<file path="config.mk">
export PLATFORM = sky130hd
export DESIGN_NAME = wb_port_interlock
export DESIGN_NICKNAME = d
export VERILOG_FILES = /design/src/rtl/wb_resv_pkg.sv /design/src/rtl/wb_resv_shift.sv /design/src/rtl/wb_resv_hazard.sv /design/src/rtl/wb_resv_div.sv /design/src/rtl/wb_port_interlock.sv
export SDC_FILE = /design/constraint.sdc
export NUM_CORES = 1
export LEC_CHECK = 0
export BUFFER_PORTS_ARGS = -buffer_cell sky130_fd_sc_hd__buf_2
export CORE_MARGIN = 1.5
export CORE_UTILIZATION = 48
export CTS_CLUSTER_SIZE = 12
export DETAILED_ROUTE_END_ITERATION = 16
export PLACE_DENSITY = 0.74
export SYNTH_ARGS = -nofsm -noshare
export SYNTH_HDL_FRONTEND = slang
export SYNTH_SLANG_ARGS = --single-unit
</file>
<file path="constraint.sdc">
create_clock -name clk -period 8.9 [get_ports clk]
set_input_delay 0.89 -clock clk [delete_from_list [all_inputs] [get_ports clk]]
set_output_delay 0.89 -clock clk [all_outputs]
set_load 0.01 [all_outputs]
</file>
<file path="src/rtl/wb_resv_pkg.sv">
package wb_resv_pkg;

    typedef enum logic [1:0] {
        UC_INT = 2'd0,
        UC_ADD = 2'd1,
        UC_MUL = 2'd2,
        UC_DIV = 2'd3
    } unit_e;

    localparam int unsigned LAT_INT = 1;
    localparam int unsigned LAT_ADD = 4;
    localparam int unsigned LAT_MUL = 7;

    typedef struct packed {
        logic port;
        logic waw;
        logic div;
    } conflict_t;

    function automatic int unsigned unit_lat(unit_e u, int unsigned div_lat);
        case (u)
            UC_INT:  return LAT_INT;
            UC_ADD:  return LAT_ADD;
            UC_MUL:  return LAT_MUL;
            default: return div_lat;
        endcase
    endfunction

endpackage

</file>
<file path="src/rtl/wb_resv_shift.sv">
module wb_resv_shift #(
    parameter int unsigned DEPTH = 24,
    parameter int unsigned REG_W = 5,
    localparam int unsigned IDX_W = $clog2(DEPTH)
) (
    input  logic                        clk,
    input  logic                        rst,
    input  logic                        ins_en,
    input  logic [IDX_W-1:0]            ins_idx,
    input  logic [REG_W-1:0]            ins_tag,
    output logic [DEPTH-1:0]            slot_v,
    output logic [DEPTH-1:0][REG_W-1:0] slot_tag
);
    // Slot j, seen in cycle t, means a write-back in cycle t+j+1.
    always_ff @(posedge clk) begin
        if (rst) begin
            slot_v   <= '0;
            slot_tag <= '0;
        end else begin
            for (int j = 0; j < int'(DEPTH); j++) begin
                if (ins_en && int'(ins_idx) == j) begin
                    slot_v[j]   <= 1'b1;
                    slot_tag[j] <= ins_tag;
                end else if (j < int'(DEPTH) - 1) begin
                    slot_v[j]   <= slot_v[j+1];
                    slot_tag[j] <= slot_tag[j+1];
                end else begin
                    slot_v[j]   <= 1'b0;
                    slot_tag[j] <= '0;
                end
            end
        end
    end
endmodule

</file>
<file path="src/rtl/wb_resv_hazard.sv">
module wb_resv_hazard
    import wb_resv_pkg::*;
#(
    parameter int unsigned DEPTH = 24,
    parameter int unsigned REG_W = 5,
    localparam int unsigned LAT_W = $clog2(DEPTH + 1)
) (
    input  logic [DEPTH-1:0]            slot_v,
    input  logic [DEPTH-1:0][REG_W-1:0] slot_tag,
    input  logic [LAT_W-1:0]            cand_lat,
    input  logic [REG_W-1:0]            cand_dest,
    input  logic                        cand_is_div,
    input  logic                        div_busy,
    output conflict_t                   hit
);
    always_comb begin
        hit = '0;
        for (int j = 0; j < int'(DEPTH); j++) begin
            if (slot_v[j] && j == int'(cand_lat) - 1)
                hit.port = 1'b1;
            if (slot_v[j] && j >= int'(cand_lat) && slot_tag[j] == cand_dest)
                hit.waw = 1'b1;
        end
        hit.div = cand_is_div && div_busy;
    end
endmodule

</file>
<file path="src/rtl/wb_resv_div.sv">
module wb_resv_div #(
    parameter int unsigned DIV_LAT = 24,
    localparam int unsigned CNT_W = $clog2(DIV_LAT + 1)
) (
    input  logic clk,
    input  logic rst,
    input  logic div_start,
    output logic div_busy
);
    logic [CNT_W-1:0] remain;

    always_ff @(posedge clk) begin
        if (rst)
            remain <= '0;
        else if (div_start)
            remain <= CNT_W'(DIV_LAT - 1);
        else if (remain != '0)
            remain <= remain - 1'b1;
    end

    assign div_busy = (remain != '0);
endmodule

</file>
<file path="src/rtl/wb_port_interlock.sv">
module wb_port_interlock
    import wb_resv_pkg::*;
#(
    parameter int unsigned REG_W   = 5,
    parameter int unsigned DIV_LAT = 24
) (
    input  logic             clk,
    input  logic             rst,
    input  logic             cand_valid,
    input  logic [1:0]       cand_unit,
    input  logic [REG_W-1:0] cand_dest,
    output logic             issue,
    output logic             stall
);
    localparam int unsigned DEPTH = (DIV_LAT > LAT_MUL) ? DIV_LAT : LAT_MUL + 1;
    localparam int unsigned LAT_W = $clog2(DEPTH + 1);
    localparam int unsigned IDX_W = $clog2(DEPTH);

    unit_e                       unit;
    logic [LAT_W-1:0]            lat;
    logic [DEPTH-1:0]            slot_v;
    logic [DEPTH-1:0][REG_W-1:0] slot_tag;
    logic                        div_busy;
    conflict_t                   hit;
    logic                        any_hit;
    logic                        ins_en;
    logic [IDX_W-1:0]            ins_idx;

    assign unit    = unit_e'(cand_unit);
    assign lat     = LAT_W'(unit_lat(unit, DIV_LAT));
    assign any_hit = hit.port | hit.waw | hit.div;
    assign issue   = cand_valid & ~rst & ~any_hit;
    assign stall   = cand_valid & ~rst & any_hit;

    // A latency-1 result lands in the very next cycle and never needs a slot.
    assign ins_en  = issue && (lat >= LAT_W'(2));
    assign ins_idx = IDX_W'(lat - LAT_W'(2));

    wb_resv_shift #(.DEPTH(DEPTH), .REG_W(REG_W)) u_shift (
        .clk      (clk),
        .rst      (rst),
        .ins_en   (ins_en),
        .ins_idx  (ins_idx),
        .ins_tag  (cand_dest),
        .slot_v   (slot_v),
        .slot_tag (slot_tag)
    );

    wb_resv_hazard #(.DEPTH(DEPTH), .REG_W(REG_W)) u_hazard (
        .slot_v      (slot_v),
        .slot_tag    (slot_tag),
        .cand_lat    (lat),
        .cand_dest   (cand_dest),
        .cand_is_div (unit == UC_DIV),
        .div_busy    (div_busy),
        .hit         (hit)
    );

    wb_resv_div #(.DIV_LAT(DIV_LAT)) u_div (
        .clk       (clk),
        .rst       (rst),
        .div_start (issue && unit == UC_DIV),
        .div_busy  (div_busy)
    );
endmodule

</file>
Word level (Yosys, flattened, before mapping):

Index checks and enable logic that the tools add are counted.

* input port bits: 10
* register bits: 149
* word-level logic and storage cells: 340

* reduce and logical (&&, ||, !) cells: 106
* order comparisons: 25
* muxes and demuxes: 98
* bitwise gates (word level): 8
* $add $sub $neg: 3
* equal/unequal tests: 73

Operators by type and width (count)
* == test 5 x 32 -> 1 bit, first input constant: 8
* == test 6 x 32 -> 1 bit, first input constant: 8
* == test 4 x 32 -> 1 bit, first input constant: 4
* 2-to-1 mux 5 bit: 25
* == test 5 bit: 24
* logical AND 1 bit: 99
* == test 5 bit, second input constant: 16
* 2-to-1 mux 1 bit: 72
* == test 3 x 32 -> 1 bit, first input constant: 2
* greater-or-equal comparator 4 x 5 -> 1 bit, first input constant: 8
* greater-or-equal comparator 5 bit, first input constant: 8
* == test 2 x 32 -> 1 bit, first input constant: 1
* zero test 32 bit: 1
* == test 5 x 4 -> 1 bit, second input constant: 4
* greater-or-equal comparator 3 x 5 -> 1 bit, first input constant: 4
* case mux 5 bit (3 select lines): 1
* == test 5 x 3 -> 1 bit, second input constant: 2
* greater-or-equal comparator 1 x 5 -> 1 bit, first input constant: 2
* greater-or-equal comparator 2 x 5 -> 1 bit, first input constant: 2
* subtractor 5 x 1 -> 6 bit, second input constant: 1
* == test 5 x 2 -> 1 bit, second input constant: 1
* greater-or-equal comparator 5 x 2 -> 1 bit, second input constant: 1
* zero test 5 bit: 1
* nonzero test 5 bit: 1
* 10 further kinds: 17

Logic depth before layout (Yosys ltp):

Gate-level depths: netlist of run 1.

* depth in word-level cells: 37
* gate-level depth with buffers: 12
* depth with buffers taken out: 9

Hierarchy:

From an unflattened synthesis of run 1, not the netlist that was laid out.

* cells, all modules: 825
* area total of the unflattened synthesis: 7933.9 um^2

Modules (own cells, without submodules)
* wb_resv_shift: area an instance 5431.5 um^2, times used 1, seq. area each 2882.8 um^2, cells an instance 501
* wb_resv_hazard: area an instance 2123.3 um^2, times used 1, seq. area each 0.0 um^2, cells an instance 281
* wb_resv_div: area an instance 239.0 um^2, times used 1, seq. area each 100.1 um^2, cells an instance 24
* wb_port_interlock: area an instance 140.1 um^2, times used 1, seq. area each 0.0 um^2, cells an instance 19

Worst setup path after synthesis of run 1:

No wires, ideal clock.

* path kind: input to output
* start point: input cand_unit[1]
* end point: output issue
* slack: 4638 ps
* arrival time: 3372 ps
* stages on the path: 11
* path through: inv_1 ha_1 clkbuf_1 a21oi_1 o211ai_1 a222oi_1 nand3_1 or4_4 buf_6 nor4_1 and2_1

* cells in the longest elaborated chain, start to end: 33
* elaborated cells on any way between the ends: 179
* those cells by class: 1 x add/sub; 24 x order compare; 26 x eq/ne; 49 x mux; 4 x bitwise; 75 x reduce/logical

Ends and longest elaborated chain
* start, declared: RTL line wb_port_interlock.sv:10 `input logic [1:0] cand_unit,`
* == test 2 bit, or another cell as far along: RTL line wb_resv_pkg.sv:21 `case (u)`
* case mux 5 bit (3 select lines): RTL line wb_resv_pkg.sv:21
* subtractor 5 x 1 -> 6 bit or greater-or-equal comparator 1 x 5 -> 1 bit (tied branches): RTL line wb_resv_hazard.sv:19, wb_resv_hazard.sv:21
* zero test 32 bit or logical AND 1 bit (tied branches): RTL line wb_resv_hazard.sv:19, wb_resv_hazard.sv:21
* logical AND 1 bit, on equally long branches: RTL line wb_resv_hazard.sv:19, wb_resv_hazard.sv:21
* 2-to-1 mux 1 bit, on equally long branches (24 in a row): RTL line wb_resv_hazard.sv:19, wb_resv_hazard.sv:21
* OR 1 bit: RTL line wb_port_interlock.sv:31 `assign any_hit = hit.port | hit.waw | hit.div;`
* OR 1 bit (*): RTL line wb_port_interlock.sv:31
* inverter 1 bit (*): RTL line wb_port_interlock.sv:32 `assign issue = cand_valid & ~rst & ~any_hit;`
* AND 1 bit (*): RTL line wb_port_interlock.sv:32
* end, declared: RTL line wb_port_interlock.sv:12 `output logic issue,`

Mark *: on every way between the ends. The rest lies on a longest branch, timed or not.

Worst setup path in the final report of run 1:

* start point: input cand_unit[0]
* end point: output issue

The elaborated chain is that of the path after synthesis.

==> results of run 1 <==
## cell type report
type                            count  area share
Multi-Input combinational cell    481      0.4748
Sequential cell                   149      0.3885
Clock buffer                       19     0.05768
Tap cell                          184     0.02998
Clock inverter                     13     0.02982
Inverter                           22     0.01075
Timing Repair Buffer               12    0.008473
## cells in the final DEF (no fill, tap or decap), types with 8 or more instances in the layout
| master | n |
|---|---|
| nand4b_1 | 8 |
| or4_1 | 12 |
| nand2_1 | 8 |
| dfxtp_1 | 149 |
| xnor2_1 | 59 |
| nand4_1 | 29 |
| nor2b_1 | 51 |
| clkbuf_16 | 17 |
| ha_1 | 9 |
| nor2_1 | 9 |
| nand2b_1 | 78 |
| a21oi_1 | 23 |
| buf_2 | 10 |
| inv_1 | 22 |
| xor2_1 | 61 |
| mux2i_1 | 70 |
| nor4_1 | 15 |
## final timing paths
| path | to | startpoint | cells after the start | slack [ns] |
|---|---|---|---|---|
| min reg2reg | u_shift.slot_v[11]$_SDFF_PP0_ | u_shift.slot_v[12]$_SDFF_PP0_ | 2 | 0.45 |
| min | u_shift.slot_v[11]$_SDFF_PP0_ | u_shift.slot_v[12]$_SDFF_PP0_ | 2 | 0.45 |
| max reg2reg | u_shift.slot_tag[88]$_SDFF_PP0_ | u_div.remain[0]$_SDFFE_PP0P_ | 8 | 5.13 |
| max | issue | cand_unit[0] | 9 | 3.93 |
## state kept, by name (all words and copies together) (netlist names)
signal and count:
u_shift.slot_v 24, u_div.remain 5, u_shift.slot_tag 120
## through the flow
step                setup slack [ns]  power, mW
detailed placement             3.951     0.8802
global placement               4.107     0.8697
finish                         3.929      1.679
floorplan                      4.638     0.8522
global route                   3.626      1.735
CTS                            3.979      1.687
## routing by layer
layer,GRT usage,vias to the layer above,wire length (µm)
met5,0,-,0
met4,0.08722,0,379
met3,0.05627,35,854
met2,0.3387,145,7498
met1,0.2736,2329,7199
li1,-,2308,-
## logic make-up after synthesis
kind of cell	Yosys count	synth area share
simple gates	234	0.2094
flops	149	0.4203
xor+xnor	121	0.1504
buf+inv	72	0.06858
mux	70	0.09873
compound gates	41	0.03614
fa+ha+maj	9	0.01587
other cells	1	0.0005284
## worst max-delay path, stage by stage
cell and delay (ns):
buf_2 0.13, ha_1 0.72, o211ai_1 0.19, a222oi_1 0.31, nand3_1 0.17, or4_4 0.64
nor4_1 0.67, and2_1 0.22, buf_2 0.12
## power breakdown
group	internal [mW]	leakage [nW]	total, mW	switching (mW)
logic	0.0655	1.72	0.170	0.104
registers	0.685	1.21	0.698	0.0130
clock network	0.532	0.315	0.811	0.279
total	1.28	3.24	1.68	0.396
==> flow_metrics.tcl, run 1 <==
set metrics [dict create \
    ctsRootBufferMaster "clkbuf_16" \
    finClkSkew_ns 0.008163 \
    vdd_drop_max_v 0.0001377 \
    dpl.cell_count 848 \
    fin_cells 880 \
    dpl-instance-area_um2 7007 \
    rsz0062_at_grt "false" \
    io_pins 12 \
    totalWireLength_mm 15.93 \
    multi_input_area_um2 3646 \
    cts_tree "yes" \
    htree_levels 4 \
    postRouteAntennaNets 0 \
    num_vias 4817 \
    first_pass_iters 5 \
    cts_sinks 149 \
    synth_top_area_cell "dfxtp_1" \
    row_count 44 \
    postSynthCellCount 697 \
    antenna_found_initial 0 \
    min_period_ns 4.971 \
    stdcell_area_um2 7679 \
    overflow 0 \
    fillers 1254 \
    numCtsBuffers 17 \
    seq_area_um2 2983 \
    min-delay-path-class "flop to flop" \
    syn_area_per_cell_um2 10.18 \
    core_area_um2 14480 \
    setup.worst_path.end_class "output pin" \
    clk_latency_ns 0.43 \
    leakage_nw 3.240 \
    avgViaCountPerCell 5.474 \
    yosysMostFrequentCell "dfxtp_1" \
    ys_types 44 \
    n_antenna_cell 0 \
    ctsHoldBuffers 0 \
    path_max_fanout 27 \
    tightest_slew_ns 1.356 \
    post-synth-top-area-fraction 0.4203 \
    path_class "primary input to output pin" \
    fp.dieW_um 124.6 \
    die_y_um 124.6 \
    worstPathRequired_ns 8.01 \
    start_util 0.4901 \
    synth.yosys.seq_area_share 0.4203 \
    io_buffers 11 \
    nets 702 \
    synth.area.top_cells "dfxtp_1 (42%), mux2i_1 (9.9%), xor2_1 (7.5%)" \
    die_area_um2 15520 \
    post_cts_buffers 0 \
    whs_ns 0.4539 \
    crit_path_start_kind "primary input" \
    ys_ff_latch 149 \
    slew_viol_final 0 \
    wl_per_cell_um 18.10 \
    cts_resized 0 \
    synth_area_um2 7097 \
    grt_pass1_wl_mm 25.60 \
    report.final.hold_viol_count 0 \
    cap_violations 0 \
    setup_viol 0 \
    worstPathArrival_ns 4.08 \
    drc 0 \
    power_density_nw_per_um2 218.7 \
    ys_top_cells_by_count "dfxtp_1 (149), nand2b_1 (78), mux2i_1 (70), xor2_1 (61), xnor2_1 (59)" \
    fin_setup_tns_ns 0 \
    drt_first_iter_violations 453 \
    path_clk_slew_ns 0.06 \
    clk_path_buf_depth 2 \
    fin_crit_sh 0.5586 \
    fmax_ghz 0.2012 \
    grt_use_total 0.2127 \
    ys_warn_count 0 \
    post-dp-hpwl_mm 10.37 \
    gp_congestion 0.9278 \
    synth-main-ff-cell "dfxtp_1" \
    drive_gt1_frac 0.07759 \
    final_util 0.5303 \
    status "completed" \
    syn2layout_area_growth_pct 8.198 \
    grt_max_degree 109 \
    slew_headroom 0.08832 \
    synth_edf_count 0 \
    first_global_vias 4890 \
    ys_async_sr_fraction 0 \
]
Power figures use the tool's default switching activity.
==> run 2: changes to the inputs <==
- PLACE_DENSITY: 0.74 -> 0.76
- clock period: 8.9 -> 4 ns (I/O delays scaled with it)
==> run 2 against run 1 <==
  * Flip-flop and latch count is the same
  * Critical path depth up 1
  * Core utilization is 0.89 points higher
  * Sequential power rose by 120%
  * Critical path type is now flop to output pin
  * Critical endpoint unchanged
  * Largest power group unchanged
==> flow_metrics.tcl, run 2 (synthesized netlist as in run 1, its figures left out) <==
set metrics [dict create \
    status "completed" \
    row_count 44 \
    use_met2 0.3584 \
    die_area_um2 15520 \
    power_mw 3.777 \
    grt_pass1_wl_mm 26.25 \
    final_common_cell "dfxtp_1" \
    start_util 0.4901 \
    drt_first_iter_violations 359 \
    die_y_um 124.6 \
    first_global_vias 4939 \
    io_pins 12 \
    nets 711 \
    use_met3 0.05241 \
    path_clk_slew_ns 0.06 \
    core_area_um2 14480 \
    vdd_drop_max_v 0.0003207 \
    gp_congestion 0.9839 \
    fmax_ghz 0.2777 \
    postRouteAntennaNets 0 \
    wl_per_cell_um 18.23 \
    reg2reg_depth 8 \
    avgViaCountPerCell 5.526 \
    post_cts_buffers 0 \
    worstHoldEndpoint "u_shift.slot_tag[23]$_SDFF_PP0_" \
    min-delay-path-class "primary input to flop" \
    clk_path_buf_depth 2 \
    drive_gt1_frac 0.08794 \
    setup_viol 0 \
    hold_start "rst" \
    cts_tree "yes" \
    fp.dieW_um 124.6 \
    fin_setup_tns_ns 0 \
    fin_crit_sh 0.9002 \
    ctsRootBufferMaster "clkbuf_16" \
    regToRegStartpoint "u_div.remain[0]$_SDFFE_PP0P_" \
    leakage_nw 3.325 \
    slew_headroom 0.1571 \
    setup.worst_path.end_class "output pin" \
    crit_path_start_kind "flop" \
    cts_sinks 149 \
    totalWireLength_mm 16.20 \
    met1_usage 0.2730 \
    tightest_slew_ns 1.254 \
    path_max_fanout 11 \
    io_buffers 11 \
    grt.busiest_layer "met2" \
    worstPathRequired_ns 3.60 \
    first_pass_iters 5 \
    whs_ns 0.4055 \
    ctsHoldBuffers 0 \
    grt_use_total 0.2164 \
    antenna_found_initial 0 \
    n_antenna_cell 0 \
    final_cell_mix "dfxtp_1 (149), nand2b_1 (78), mux2i_1 (70), xor2_1 (61), xnor2_1 (59)" \
    report.final.hold_viol_count 0 \
    worstSetupStartpoint "u_div.remain[0]$_SDFFE_PP0P_" \
    grt_max_degree 107 \
    drc 0 \
    power_density_nw_per_um2 483.8 \
    cap_violations 0 \
    clk_latency_ns 0.42 \
    numCtsBuffers 17 \
    top_register "u_shift.slot_tag" \
    fillers 1244 \
    syn2layout_area_growth_pct 10.01 \
    largest_register_ffs 120 \
    overflow 0 \
    min_period_ns 3.601 \
    r2r_setup_slack_ns 0.42 \
    rsz0062_at_grt "false" \
    top_regs "u_shift.slot_tag: 120 flops, u_shift.slot_v: 24 flops, u_div.remain: 5 flops" \
    path_class "flop to output pin" \
    post-dp-hpwl_mm 11.16 \
    num_vias 4913 \
    whs_path_depth 2 \
    cts_resized 0 \
    htree_levels 4 \
    r2r_end "u_shift.slot_tag[86]$_SDFF_PP0_" \
    slew_viol_final 0 \
    finClkSkew_ns 0.006601 \
    worstPathArrival_ns 3.20 \
]
## run 2: cell types whose count changed in the layout (fill, tap and decap cells not counted)
cell / before / now
buf_12: 0 / 4
clkinv_2: 2 / 3
clkbuf_1: 1 / 2
clkbuf_8: 1 / 4
clkinvlp_4: 4 / 0
buf_4: 2 / 7
clkinv_4: 1 / 0
## run 2: worst max-delay path by stage
stage,cells after the start,to
after floorplan,11,issue
after global placement,8,u_shift.slot_tag[109]$_SDFF_PP0_
after detailed placement,10,u_shift.slot_tag[109]$_SDFF_PP0_
after CTS,10,issue
after global routing,8,u_shift.slot_tag[109]$_SDFF_PP0_
final,10,issue
## run 2: metal layers
metal	part of all wire	routed length (µm)	vias to the layer above
met5	0	0	-
met4	0.020	316	0
met3	0.055	892	29
met2	0.49	7938	150
met1	0.44	7056	2401
li1	-	-	2333
## run 2: metrics by stage
stage | std cells | setup slack, ns | instance area (µm²) | utilization
global route | 889 | 0.1789 | 7807 | 0.5392
floorplan | 702 | 0.7178 | 7116 | -
finish | 889 | 0.3993 | 7807 | 0.5392
detailed placement | 857 | 0.1595 | 7124 | 0.4921
CTS | 889 | 0.4541 | 7807 | 0.5392
global placement | 857 | 0.2752 | 7124 | 0.4921
## run 2: layout make-up
| type | count | area [µm²] | share of cell area |
|---|---|---|---|
| flip-flops and latches | 149 | 2983 | 0.3821 |
| repair buffers | 21 | 182.7 | 0.02340 |
| clock buffers | 23 | 488.0 | 0.06250 |
| clock inverters | 9 | 195.2 | 0.02500 |
| well taps | 184 | 230.2 | 0.02949 |
| multi-input cells | 481 | 3646 | 0.4670 |
| inverters | 22 | 82.58 | 0.01058 |
## run 2: critical path: stages (launching register included)
cell	delay, ns
dfxtp_1	0.32
inv_1	0.08
ha_1	0.20
nand3b_1	0.23
a222oi_1	0.37
nand3_1	0.18
or4_4	0.66
nor4_1	0.27
buf_4	0.21
and2_1	0.12
buf_2	0.12
## run 2: power by group
| group | internal, mW | switching (mW) |
|---|---|---|
| Combinational | 0.158 | 0.237 |
| Clock | 1.23 | 0.594 |
| Sequential | 1.53 | 0.0291 |
==> run 3: changes to the inputs <==
- CORE_ASPECT_RATIO: default -> 1.4
- TNS_END_PERCENT: default -> 10
==> run 3 against run 2 <==
  * Power down 1.9%
  * Global-route usage rose by 2.4 points
  * Non-clock buffer count increased by 6
  * Largest cell class unchanged
==> flow_metrics.tcl, run 3 (synthesized netlist as in run 1, its figures left out) <==
set metrics [dict create \
    nets 717 \
    clk_path_buf_depth 2 \
    grt_use_total 0.2400 \
    reg2reg_depth 8 \
    cts_sinks 149 \
    power_frac_clock 0.473 \
    path_class "flop to flop" \
    top_register "u_shift.slot_tag" \
    leakage_nw 3.324 \
    gp_congestion 0.9413 \
    top_regs "u_shift.slot_tag: 120 flops, u_shift.slot_v: 24 flops, u_div.remain: 5 flops" \
    path_max_fanout 15 \
    first_pass_iters 5 \
    drc 0 \
    power.internal_mw 2.804 \
    die_y_um 146.9 \
    r2r_end "u_shift.slot_tag[107]$_SDFF_PP0_" \
    antenna_found_initial 0 \
    power_density_nw_per_um2 475.5 \
    postLayoutSetupSlackWorst_ns 0.4388 \
    min_period_ns 3.561 \
    seq_power_share 0.420 \
    core_area_um2 14440 \
    die_area_um2 15530 \
    whs_ns 0.4649 \
    overflow 0 \
    drt_first_iter_violations 418 \
    slew_viol_final 0 \
    ctsHoldBuffers 0 \
    worstPathRequired_ns 4.33 \
    ctsRootBufferMaster "clkbuf_16" \
    worstHoldEndpoint "u_shift.slot_v[7]$_SDFF_PP0_" \
    largest_register_ffs 120 \
    drive_gt1_frac 0.09718 \
    final_util 0.5396 \
    slew_headroom 0.1871 \
    fp.dieW_um 105.8 \
    n_antenna_cell 0 \
    wl_per_cell_um 19.89 \
    p_sw_mw 0.9020 \
    clk_latency_ns 0.42 \
    fin_setup_tns_ns 0 \
    cts_tree "yes" \
    avgViaCountPerCell 5.558 \
    first_global_vias 5237 \
    status "completed" \
    final_cell_mix "dfxtp_1 (149), nand2b_1 (78), mux2i_1 (70), xor2_1 (61), xnor2_1 (59)" \
    grt_max_degree 78 \
    cap_violations 0 \
    cts_resized 0 \
    postRouteAntennaNets 0 \
    row_count 52 \
    whs_path_depth 1 \
    path_clk_slew_ns 0.06 \
    post-dp-hpwl_mm 12.33 \
    hold_start "u_shift.slot_v[8]$_SDFF_PP0_" \
    post_cts_buffers 0 \
    worstPathArrival_ns 3.90 \
    crit_path_start_kind "flop" \
    finClkSkew_ns 0.009316 \
    regToRegStartpoint "u_div.remain[0]$_SDFFE_PP0P_" \
    totalWireLength_mm 17.88 \
    fin_crit_sh 0.8903 \
    r2r_setup_slack_ns 0.44 \
    vdd_drop_max_v 0.0002930 \
    p_sw_frac 0.2434 \
    num_vias 4997 \
    start_util 0.4913 \
    setup_viol 0 \
    report.final.hold_viol_count 0 \
    io_pins 12 \
    htree_levels 4 \
    setup.worst_path.end_class "flop" \
    grt_pass1_wl_mm 28.25 \
    fmax_ghz 0.2808 \
    rsz0062_at_grt "false" \
    min-delay-path-class "flop to flop" \
    combPwrFrac 0.107 \
    io_buffers 11 \
    syn2layout_area_growth_pct 9.820 \
    tightest_slew_ns 1.209 \
    numCtsBuffers 17 \
    final_common_cell "dfxtp_1" \
    place_ws_ns 0.2344 \
]
[run 3: final cells by class]
type / count / area [µm²]
Inverter: 22 / 82.58
Clock inverter: 13 / 203.9
Timing Repair Buffer: 27 / 202.7
Tap cell: 189 / 236.5
Sequential cell: 149 / 2983
Multi-Input combinational cell: 481 / 3646
Clock buffer: 18 / 439.2
Fill cell: 1256 / 6650
[run 3: power by group through the flow]
| stage | Sequential, mW | Clock [mW] | Combinational [mW] |
|---|---|---|---|
| after floorplan | 1.58 | 0 | 0.318 |
| final | 1.56 | 1.75 | 0.398 |
| after global routing | 1.56 | 1.84 | 0.429 |
| after detailed placement | 1.59 | 0 | 0.389 |
| after CTS | 1.56 | 1.76 | 0.393 |
| after global placement | 1.59 | 0 | 0.372 |
[run 3: how the worst max path moves through the flow]
stage	from	end	slack, ns	cells past startpoint
final	u_div.remain[0]$_SDFFE_PP0P_	u_shift.slot_tag[107]$_SDFF_PP0_	0.44	8
after global routing	u_div.remain[0]$_SDFFE_PP0P_	u_shift.slot_tag[105]$_SDFF_PP0_	0.12	8
after CTS	u_div.remain[0]$_SDFFE_PP0P_	issue	0.51	10
after detailed placement	cand_unit[0]	u_shift.slot_tag[109]$_SDFF_PP0_	0.23	10
after global placement	cand_unit[0]	u_shift.slot_tag[97]$_SDFF_PP0_	0.29	9
after floorplan	cand_unit[1]	issue	0.72	11
[run 3: stage by stage]
stage | cells | total power, mW | instance area [µm²]
2_1_floorplan | 702 | 1.896 | 7116
3_3_place_gp | 868 | 1.958 | 7151
3_5_place_dp | 868 | 1.978 | 7151
4_1_cts | 899 | 3.710 | 7794
5_1_grt | 899 | 3.826 | 7794
6_report | 899 | 3.706 | 7794
[run 3: layer usage]
metal	GRT usage	part of all wire
met2	0.4269	0.52
met5	0	0
met4	0.1264	0.050
met1	0.2694	0.39
met3	0.04525	0.039
[run 3: critical path: stages, from the launching register on]
cell and delay (ns):
dfxtp_1 0.32, inv_1 0.08, ha_1 0.22, nand3b_1 0.25, a222oi_1 0.35, nand3_1 0.18
nor4_2 1.06, nand4b_1 0.67, mux2i_1 0.33
